--- src/rtl/irq_pkg.sv ---
// Shared definitions for the daisy-chain interrupter.
// Assumes: nothing beyond the parameter values below.
package irq_pkg;
    localparam int unsigned IRQ_LEVELS = 7;
    localparam int unsigned IRQ_LW     = $clog2(IRQ_LEVELS + 1);
    localparam int unsigned IRQ_VW     = 8;

    typedef enum logic [1:0] {
        CH_IDLE  = 2'd0,
        CH_PASS  = 2'd1,
        CH_CLAIM = 2'd2
    } chain_state_e;
endpackage

--- src/rtl/irq_request.sv ---
// Pending-request latch and request-line decode.
// Holds one pending flag, set by a local event when a nonzero level is
// configured. The flag clears on acknowledge or on a clear strobe,
// depending on the mode input. An event dominates a clear in the same cycle.
// Assumes: inputs synchronous to clk.
module irq_request #(
    parameter int unsigned LEVELS = 7,
    parameter int unsigned LW     = 3
) (
    input  logic              clk,
    input  logic              rst_n,
    input  logic              event_i,
    input  logic [LW-1:0]     level_i,
    input  logic              release_on_access_i,
    input  logic              clr_hit_i,
    input  logic              ack_start_i,
    output logic              pending_o,
    output logic [LEVELS-1:0] irq_n_o
);
    logic pending_q;
    logic level_on;
    logic clear_now;

    assign level_on  = (level_i != '0);
    assign clear_now = release_on_access_i ? clr_hit_i : ack_start_i;

    // Pending flag: set wins over clear.
    always_ff @(posedge clk) begin
        if (!rst_n)
            pending_q <= 1'b0;
        else if (event_i && level_on)
            pending_q <= 1'b1;
        else if (clear_now)
            pending_q <= 1'b0;
    end

    assign pending_o = pending_q;

    // One request line per level; only the configured one may go low.
    for (genvar k = 0; k < LEVELS; k++) begin : g_line
        assign irq_n_o[k] = !(pending_q && (level_i == LW'(k + 1)));
    end
endmodule

--- src/rtl/iack_chain.sv ---
// Acknowledge daisy-chain node.
// When the incoming acknowledge and address strobe are both low, it decides
// once between claiming the cycle (level code matches and a request is
// pending) and passing it on. It holds that decision until the incoming
// acknowledge is released. The outgoing acknowledge is a dedicated flop, so
// it cannot glitch low while the cycle is claimed.
// Assumes: inputs synchronous to clk.
module iack_chain #(
    parameter int unsigned LW = 3
) (
    input  logic          clk,
    input  logic          rst_n,
    input  logic          as_n_i,
    input  logic          iack_in_n_i,
    input  logic [LW-1:0] bus_lvl_i,
    input  logic [LW-1:0] level_i,
    input  logic          pending_i,
    output logic          iack_out_n_o,
    output logic          claim_o
);
    import irq_pkg::*;

    chain_state_e state_q, state_d;
    logic         out_n_q;

    // Next-state decision for the chain node.
    always_comb begin
        state_d = state_q;
        unique case (state_q)
            CH_IDLE: begin
                if (!iack_in_n_i && !as_n_i) begin
                    if (pending_i && (bus_lvl_i == level_i))
                        state_d = CH_CLAIM;
                    else
                        state_d = CH_PASS;
                end
            end
            CH_PASS, CH_CLAIM: begin
                if (iack_in_n_i)
                    state_d = CH_IDLE;
            end
            default: state_d = CH_IDLE;
        endcase
    end

    // State and outgoing acknowledge registers.
    always_ff @(posedge clk) begin
        if (!rst_n) begin
            state_q <= CH_IDLE;
            out_n_q <= 1'b1;
        end else begin
            state_q <= state_d;
            out_n_q <= (state_d != CH_PASS);
        end
    end

    assign iack_out_n_o = out_n_q;
    assign claim_o      = (state_q == CH_CLAIM);
endmodule

--- src/rtl/vector_driver.sv ---
// Vector return with a four-edge handshake.
// While the cycle is claimed, a low data strobe raises the acknowledge and
// drives the captured vector; a high data strobe drops both.
// Assumes: claim_i comes from a registered chain state.
module vector_driver #(
    parameter int unsigned VW = 8
) (
    input  logic          clk,
    input  logic          rst_n,
    input  logic          claim_i,
    input  logic          ds_n_i,
    input  logic [VW-1:0] vector_i,
    output logic          ack_start_o,
    output logic          dtack_n_o,
    output logic [VW-1:0] data_o,
    output logic          data_oe_o
);
    logic          ack_q;
    logic [VW-1:0] vec_q;

    assign ack_start_o = claim_i && !ds_n_i && !ack_q;

    // Acknowledge flag and vector capture.
    always_ff @(posedge clk) begin
        if (!rst_n) begin
            ack_q <= 1'b0;
            vec_q <= '0;
        end else begin
            ack_q <= claim_i && !ds_n_i;
            if (ack_start_o)
                vec_q <= vector_i;
        end
    end

    assign dtack_n_o = !ack_q;
    assign data_oe_o = ack_q;
    assign data_o    = ack_q ? vec_q : '0;
endmodule

--- src/rtl/daisy_irq_node.sv ---
// Top of the prioritized daisy-chain interrupter.
// Joins the request latch, the chain node and the vector driver.
// Assumes: all bus inputs are synchronized to clk before they arrive.
module daisy_irq_node #(
    parameter int unsigned LEVELS = irq_pkg::IRQ_LEVELS,
    parameter int unsigned LW     = irq_pkg::IRQ_LW,
    parameter int unsigned VW     = irq_pkg::IRQ_VW
) (
    input  logic              clk,
    input  logic              rst_n,
    input  logic              event_i,
    input  logic [LW-1:0]     cfg_level_i,
    input  logic [VW-1:0]     cfg_vector_i,
    input  logic              cfg_release_on_access_i,
    input  logic              clr_hit_i,
    input  logic [LW-1:0]     bus_lvl_i,
    input  logic              bus_as_n_i,
    input  logic              bus_ds_n_i,
    input  logic              iack_in_n_i,
    output logic              iack_out_n_o,
    output logic [LEVELS-1:0] irq_n_o,
    output logic [VW-1:0]     data_o,
    output logic              data_oe_o,
    output logic              dtack_n_o
);
    logic pending;
    logic claim;
    logic ack_start;

    irq_request #(.LEVELS(LEVELS), .LW(LW)) u_req (
        .clk                 (clk),
        .rst_n               (rst_n),
        .event_i             (event_i),
        .level_i             (cfg_level_i),
        .release_on_access_i (cfg_release_on_access_i),
        .clr_hit_i           (clr_hit_i),
        .ack_start_i         (ack_start),
        .pending_o           (pending),
        .irq_n_o             (irq_n_o)
    );

    iack_chain #(.LW(LW)) u_chain (
        .clk          (clk),
        .rst_n        (rst_n),
        .as_n_i       (bus_as_n_i),
        .iack_in_n_i  (iack_in_n_i),
        .bus_lvl_i    (bus_lvl_i),
        .level_i      (cfg_level_i),
        .pending_i    (pending),
        .iack_out_n_o (iack_out_n_o),
        .claim_o      (claim)
    );

    vector_driver #(.VW(VW)) u_vec (
        .clk         (clk),
        .rst_n       (rst_n),
        .claim_i     (claim),
        .ds_n_i      (bus_ds_n_i),
        .vector_i    (cfg_vector_i),
        .ack_start_o (ack_start),
        .dtack_n_o   (dtack_n_o),
        .data_o      (data_o),
        .data_oe_o   (data_oe_o)
    );
endmodule

--- config.mk ---
export PLATFORM = sky130hd
export DESIGN_NAME = daisy_irq_node
export DESIGN_NICKNAME = d
export VERILOG_FILES = /design/src/rtl/irq_pkg.sv /design/src/rtl/irq_request.sv /design/src/rtl/iack_chain.sv /design/src/rtl/vector_driver.sv /design/src/rtl/daisy_irq_node.sv
export SDC_FILE = /design/constraint.sdc
export NUM_CORES = 1
export LEC_CHECK = 0
export ABC_AREA = 0
export ABC_CLOCK_PERIOD_IN_PS = 1300
export BUFFER_PORTS_ARGS = -buffer_cell sky130_fd_sc_hd__buf_4
export CAP_MARGIN = 0
export CORE_MARGIN = 5
export CORE_UTILIZATION = 39
export DETAILED_ROUTE_END_ITERATION = 8
export PLACE_DENSITY = 0.74
export SYNTH_ARGS = -nofsm -noshare
export SYNTH_HDL_FRONTEND = slang
export SYNTH_SLANG_ARGS = --single-unit
--- constraint.sdc ---
create_clock -name clk -period 1.3 [get_ports clk]
set_input_delay 0.13 -clock clk [delete_from_list [all_inputs] [get_ports clk]]
set_output_delay 0.13 -clock clk [all_outputs]
set_load 0.005 [all_outputs]
[Word level (Yosys, flattened, before mapping)]
Index checks and enable logic that the tools add are counted.
Storage, ports and cells
  flip-flop bits (word level): 13
  bits of input ports: 22
  logic and storage cells: 51
  output and inout port bits: 18
Operators by class
  equal/unequal tests: 11
  reductions and logical operators: 27
  multiplexer cells: 8
Operator list (count)
  $eq A3 B3 Y1 const B: 4
  $logic_and A1 B1 Y1: 12
  $logic_not A1 Y1: 11
  $mux W8: 1
  $eq A3 B2 Y1 const B: 2
  $mux W2: 3
  $pmux W2 S2: 1
  $eq A3 B1 Y1 const B: 1
  $eq A3 B3 Y1: 1
  $mux W1: 3
  $reduce_bool A3 Y1: 1
  $eq A2 B1 Y1 const B: 1
  $eq A2 B2 Y1 const B: 1
  $logic_not A2 Y1: 1
  $ne A2 B1 Y1 const B: 1
  $reduce_bool A2 Y1: 1
  $reduce_or A2 Y1: 1

[Logic depth before layout (Yosys ltp)]
  word-level depth: 6
  gate-level depth with buffers: 6
  depth with buffers taken out: 5

[Modules after synthesis]
From an unflattened synthesis, not the netlist that was laid out.
Second synthesis, totals
  cell total of the unflattened synthesis: 89
  area, all modules: 777.0 um^2
Modules (own cells, without submodules)
  vector_driver: area each 426.7 um^2, times used 1, cells each 47
  iack_chain: area each 239.0 um^2, times used 1, cells each 26
  irq_request: area each 111.4 um^2, times used 1, cells each 16

[Least setup slack after synthesis]
Ideal clock, no wire load.
  kind: reg-to-reg
  from: register u_chain.state_q[0]
  to: register u_req.pending_q, in the netlist u_req.pending_o
  arrival: 1.254 ns
  required time: 1.233 ns
  stages on the path, launching flop included: 7
  path slack: -0.021 ns
  library setup time: 0.067 ns
  path through: dfxtp_1 > inv_1 > ha_1 > nor3b_1 > buf_6 > mux2_2 > o21ai_2
Between the ends
  word-level cells in the longest chain between the ends: 5
Ends and longest elaborated chain
  from (decl): RTL line iack_chain.sv:23  | chain_state_e state_q, state_d;
  from (signal assigned): RTL line iack_chain.sv:52  | state_q <= state_d;
  $eq A2 B2 Y1: RTL line iack_chain.sv:58  | assign claim_o = (state_q == CH_CLAIM);
  $logic_and A1 B1 Y1 (2 in a row): RTL line vector_driver.sv:21  | assign ack_start_o = claim_i && !ds_n_i && !ack_q;
  $mux W1: RTL line irq_request.sv:25  | assign clear_now = release_on_access_i ? clr_hit_i : ack_start_i;
  $reduce_bool A2 Y1 (no line)
  to (signal assigned): RTL line irq_request.sv:30  | pending_q <= 1'b0;
  to (signal assigned): RTL line irq_request.sv:32  | pending_q <= 1'b1;
  to (signal assigned): RTL line irq_request.sv:34  | pending_q <= 1'b0;
  to (decl): RTL line irq_request.sv:20  | logic pending_q;
Every way passes these cells.
A chain may end at the register's enable or synchronous reset.

[Worst setup path after layout]
  from: register u_chain.state_q[1]
  to: register u_chain.state_q[0]
Between the ends
  word-level cells in the longest chain between the ends: 3
  elaborated cells between the ends (all ways): 5
Ends and longest elaborated chain
  $eq A2 B1 Y1 / $eq A2 B2 Y1 (equally long branches): RTL line iack_chain.sv:29  | unique case (state_q)
  $reduce_or A2 Y1: RTL line iack_chain.sv:29
  $pmux W2 S2 *: RTL line iack_chain.sv:29
Every way passes the cells marked *; elsewhere a longest branch is shown, timed or not.

==> impl_metrics.tcl <==
set metrics [dict create \
    violations "negative setup slack" \
    setup_slack_ns -0.0169 \
    syn-cell-area_sq_um 749 \
    dpl.cell_count 146 \
    internal_power_mw 0.626 \
    comb_power_share 0.206 \
    num_rows 15 \
    p_switching_mw 0.192 \
    p_sw_frac 0.235 \
    yosys.area.top_type "dfxtp_1" \
    seq_area_sq_um 269 \
    syn_area_per_cell_sq_um 9.37 \
    cp_max_fo 4 \
    fillers 151 \
    fin_area_sq_um 1220 \
    fin_total_pwr_mw 0.818 \
    synth_top_cell_area_share 0.347 \
    portBuffers 39 \
    top_usage_layer "met2" \
    die_h_microns 53.8 \
    hold_viol_final 0 \
    fp.coreArea_sq_um 1780 \
    cp.arrival_ns 1.52 \
    cts_tree "built" \
    drcViolationCount 0 \
    numCtsBuffers 3 \
    ant_nets 0 \
    first_pass_iters 2 \
    pre_cts_ws_ns -0.0295 \
    crit_chain "inv_2 > ha_4 > or3b_4 > a41oi_2 > o21a_1" \
    max_stage_delay_ns 0.39 \
    num_antenna_cells 0 \
    power.static_leakage_nw 0.500 \
    yosysWarnings 0 \
    clock_latency_ns 0.26 \
    p_seq_frac 0.508 \
    layout-drive-gt1-share 0.567 \
    cts.sinks 13 \
    pwr-share-clk 0.286 \
    fin_skew_ns 0.00446 \
    htreeDepth 1 \
    critPathCaptureType "flop" \
    path_delay_family "simple AND/OR/NAND/NOR gates" \
    tightest_slew_ns 0.444 \
    fin_util 0.684 \
    viasPerCell 4.78 \
    ys_seq_area_frac 0.347 \
    nNetsFinal 153 \
    multi_input_area_sq_um 533 \
    synth.ff_latch_count 13 \
    use_met1 0.146 \
    path_buf_inv 1 \
    final_common_cell "buf_4" \
    grt_pass1_wl_microns 2790 \
    fin_crit_ns 1.32 \
    fin_cells 152 \
    grt_start_max_net_pins 13 \
    syn-num-nets 105 \
    powerDensity_nw_per_um2 671 \
    worstPathRequired_ns 1.51 \
    crit_type "reg2reg" \
    crit_path_start_kind "flop" \
    slowest_stage "or3b_4" \
    cts_hold_buf 0 \
    fp.dieW_microns 53.8 \
    peakVddDrop_mv 0.366 \
    antenna_found_initial 0 \
    rsz0062_at_grt "true" \
    wirelength_microns 1860 \
    drtIter0Drc 3 \
    use_met2 0.224 \
    path_clk_slew_ns 0.07 \
    r2r_slack_ns -0.02 \
    synthDistinctLibCells 25 \
    syn_to_final_growth_pct 62.6 \
    grt_pass1_vias 704 \
    syn_inst 80 \
    grt_overflow_total 0 \
    slew_violations 0 \
    die-area_sq_um 2900 \
    vias 726 \
    final.period_utilization 1.01 \
    wl_per_cell_microns 12.2 \
    setup_viol 1 \
    met3_usage 0.0499 \
    cap_violations 0 \
    max_freq_mhz 759 \
    synth_area_leaders "dfxtp_1 35%, nor2b_1 11%, mux2i_1 11%" \
    gr-usage-all-layers 0.128 \
    status "complete, but fails checks" \
    maxSlewHeadroom 0.700 \
    start_util 0.420 \
    ioPinCount 40 \
    cts_buffer_depth 2 \
    clockRootBuffer "clkbuf_4" \
    place_hpwl_microns 1380 \
    place.gp.congestion 0.818 \
    place_area_sq_um 1090 \
    hp-class "in2reg" \
    most-common-layout-cells "43 x buf_4, 11 x nor2b_1, 10 x dfxtp_1, 8 x and2_2, 8 x mux2i_1" \
]
==> synthesized netlist by cell type <==
master,n
o21ai_2,1
and2_2,8
o21a_1,3
and3b_1,1
nand2_1,4
nor2b_1,13
ha_1,3
nand4_1,3
a41oi_1,1
nand3b_1,1
o311ai_0,1
nand3_1,5
inv_1,3
buf_6,1
o21ai_0,1
clkbuf_1,1
a21boi_0,1
mux2i_1,8
nor4bb_1,1
dfxtp_1,13
xnor2_1,3
nor2_1,1
or3b_1,1
mux2_2,1
nor3b_1,1
==> flip-flops by register name, indices dropped and copies added (netlist names) <==
signal	cells
u_req.pending_o	1
u_chain.state_q	2
u_vec.data_oe_o	1
u_vec.vec_q	8
u_chain.iack_out_n_o	1
==> logic make-up (layout without fill, tap and decap cells) <==
kind of cell	Yosys count	after routing	share of synthesized area
compound gates	8	8	0.0818
xor+xnor	3	3	0.0351
fa+ha+maj	3	3	0.0501
buf+inv	5	52	0.0351
flops	13	13	0.347
mux	9	9	0.122
simple gates	39	39	0.329
==> power by group through the flow <==
stage | Clock [mW] | Sequential (mW) | Combinational [mW]
global route | 0.276 | 0.417 | 0.183
detailed placement | 0 | 0.424 | 0.144
global placement | 0 | 0.424 | 0.144
finish | 0.234 | 0.415 | 0.168
CTS | 0.243 | 0.416 | 0.152
floorplan | 0 | 0.424 | 0.0602
==> per-layer routing <==
layer,vias up,wire length (microns)
li1,371,-
met1,321,761
met2,34,852
met3,0,246
met4,0,0
met5,-,0
==> worst register-to-register path: cells and delay by family, from the launching register on <==
kind                       cells  cell delay (ns)
and+or+nand+nor                1             0.39
adders and majority gates      1             0.14
DFF                            1             0.36
buffers and inverters          1             0.07
AOI/OAI and AO/OA              2             0.31
==> path summary, 6_finish.rpt <==
path | cells after the start | startpoint | to
min reg2reg | 2 | u_vec.vec_q[7] | u_vec.vec_q[7]
max | 5 | u_chain.state_q[1] | u_chain.state_q[0]
min | 3 | cfg_vector_i[5] | u_vec.vec_q[5]
max reg2reg | 5 | u_chain.state_q[1] | u_chain.state_q[0]
==> through the flow <==
stage	TNS [ns]	hold WS, ns
after CTS	-0.0461	0.120
final	-0.0169	0.122
after global routing	-0.451	0.106
after global placement	-0.0324	0.393
after floorplan	0	0.292
after detailed placement	-0.0441	0.402
==> layout make-up <==
cell class              count  share of cell area
clock buffers               4              0.0216
inverters                   3              0.0113
multi-input cells          62               0.437
flip-flops and latches     13               0.221
well taps                  25              0.0257
repair buffers             45               0.283
==> what timing repair did <==
action / CTS / global route
cloned: 0 / 1
hold endpoints to repair: 0 / 0
endpoints found under the setup margin: 13 / 14
pin swaps: 2 / 6
resized for setup: 7 / 19
buffers inserted: 1 / 0
(Power assumes the default switching activity.)
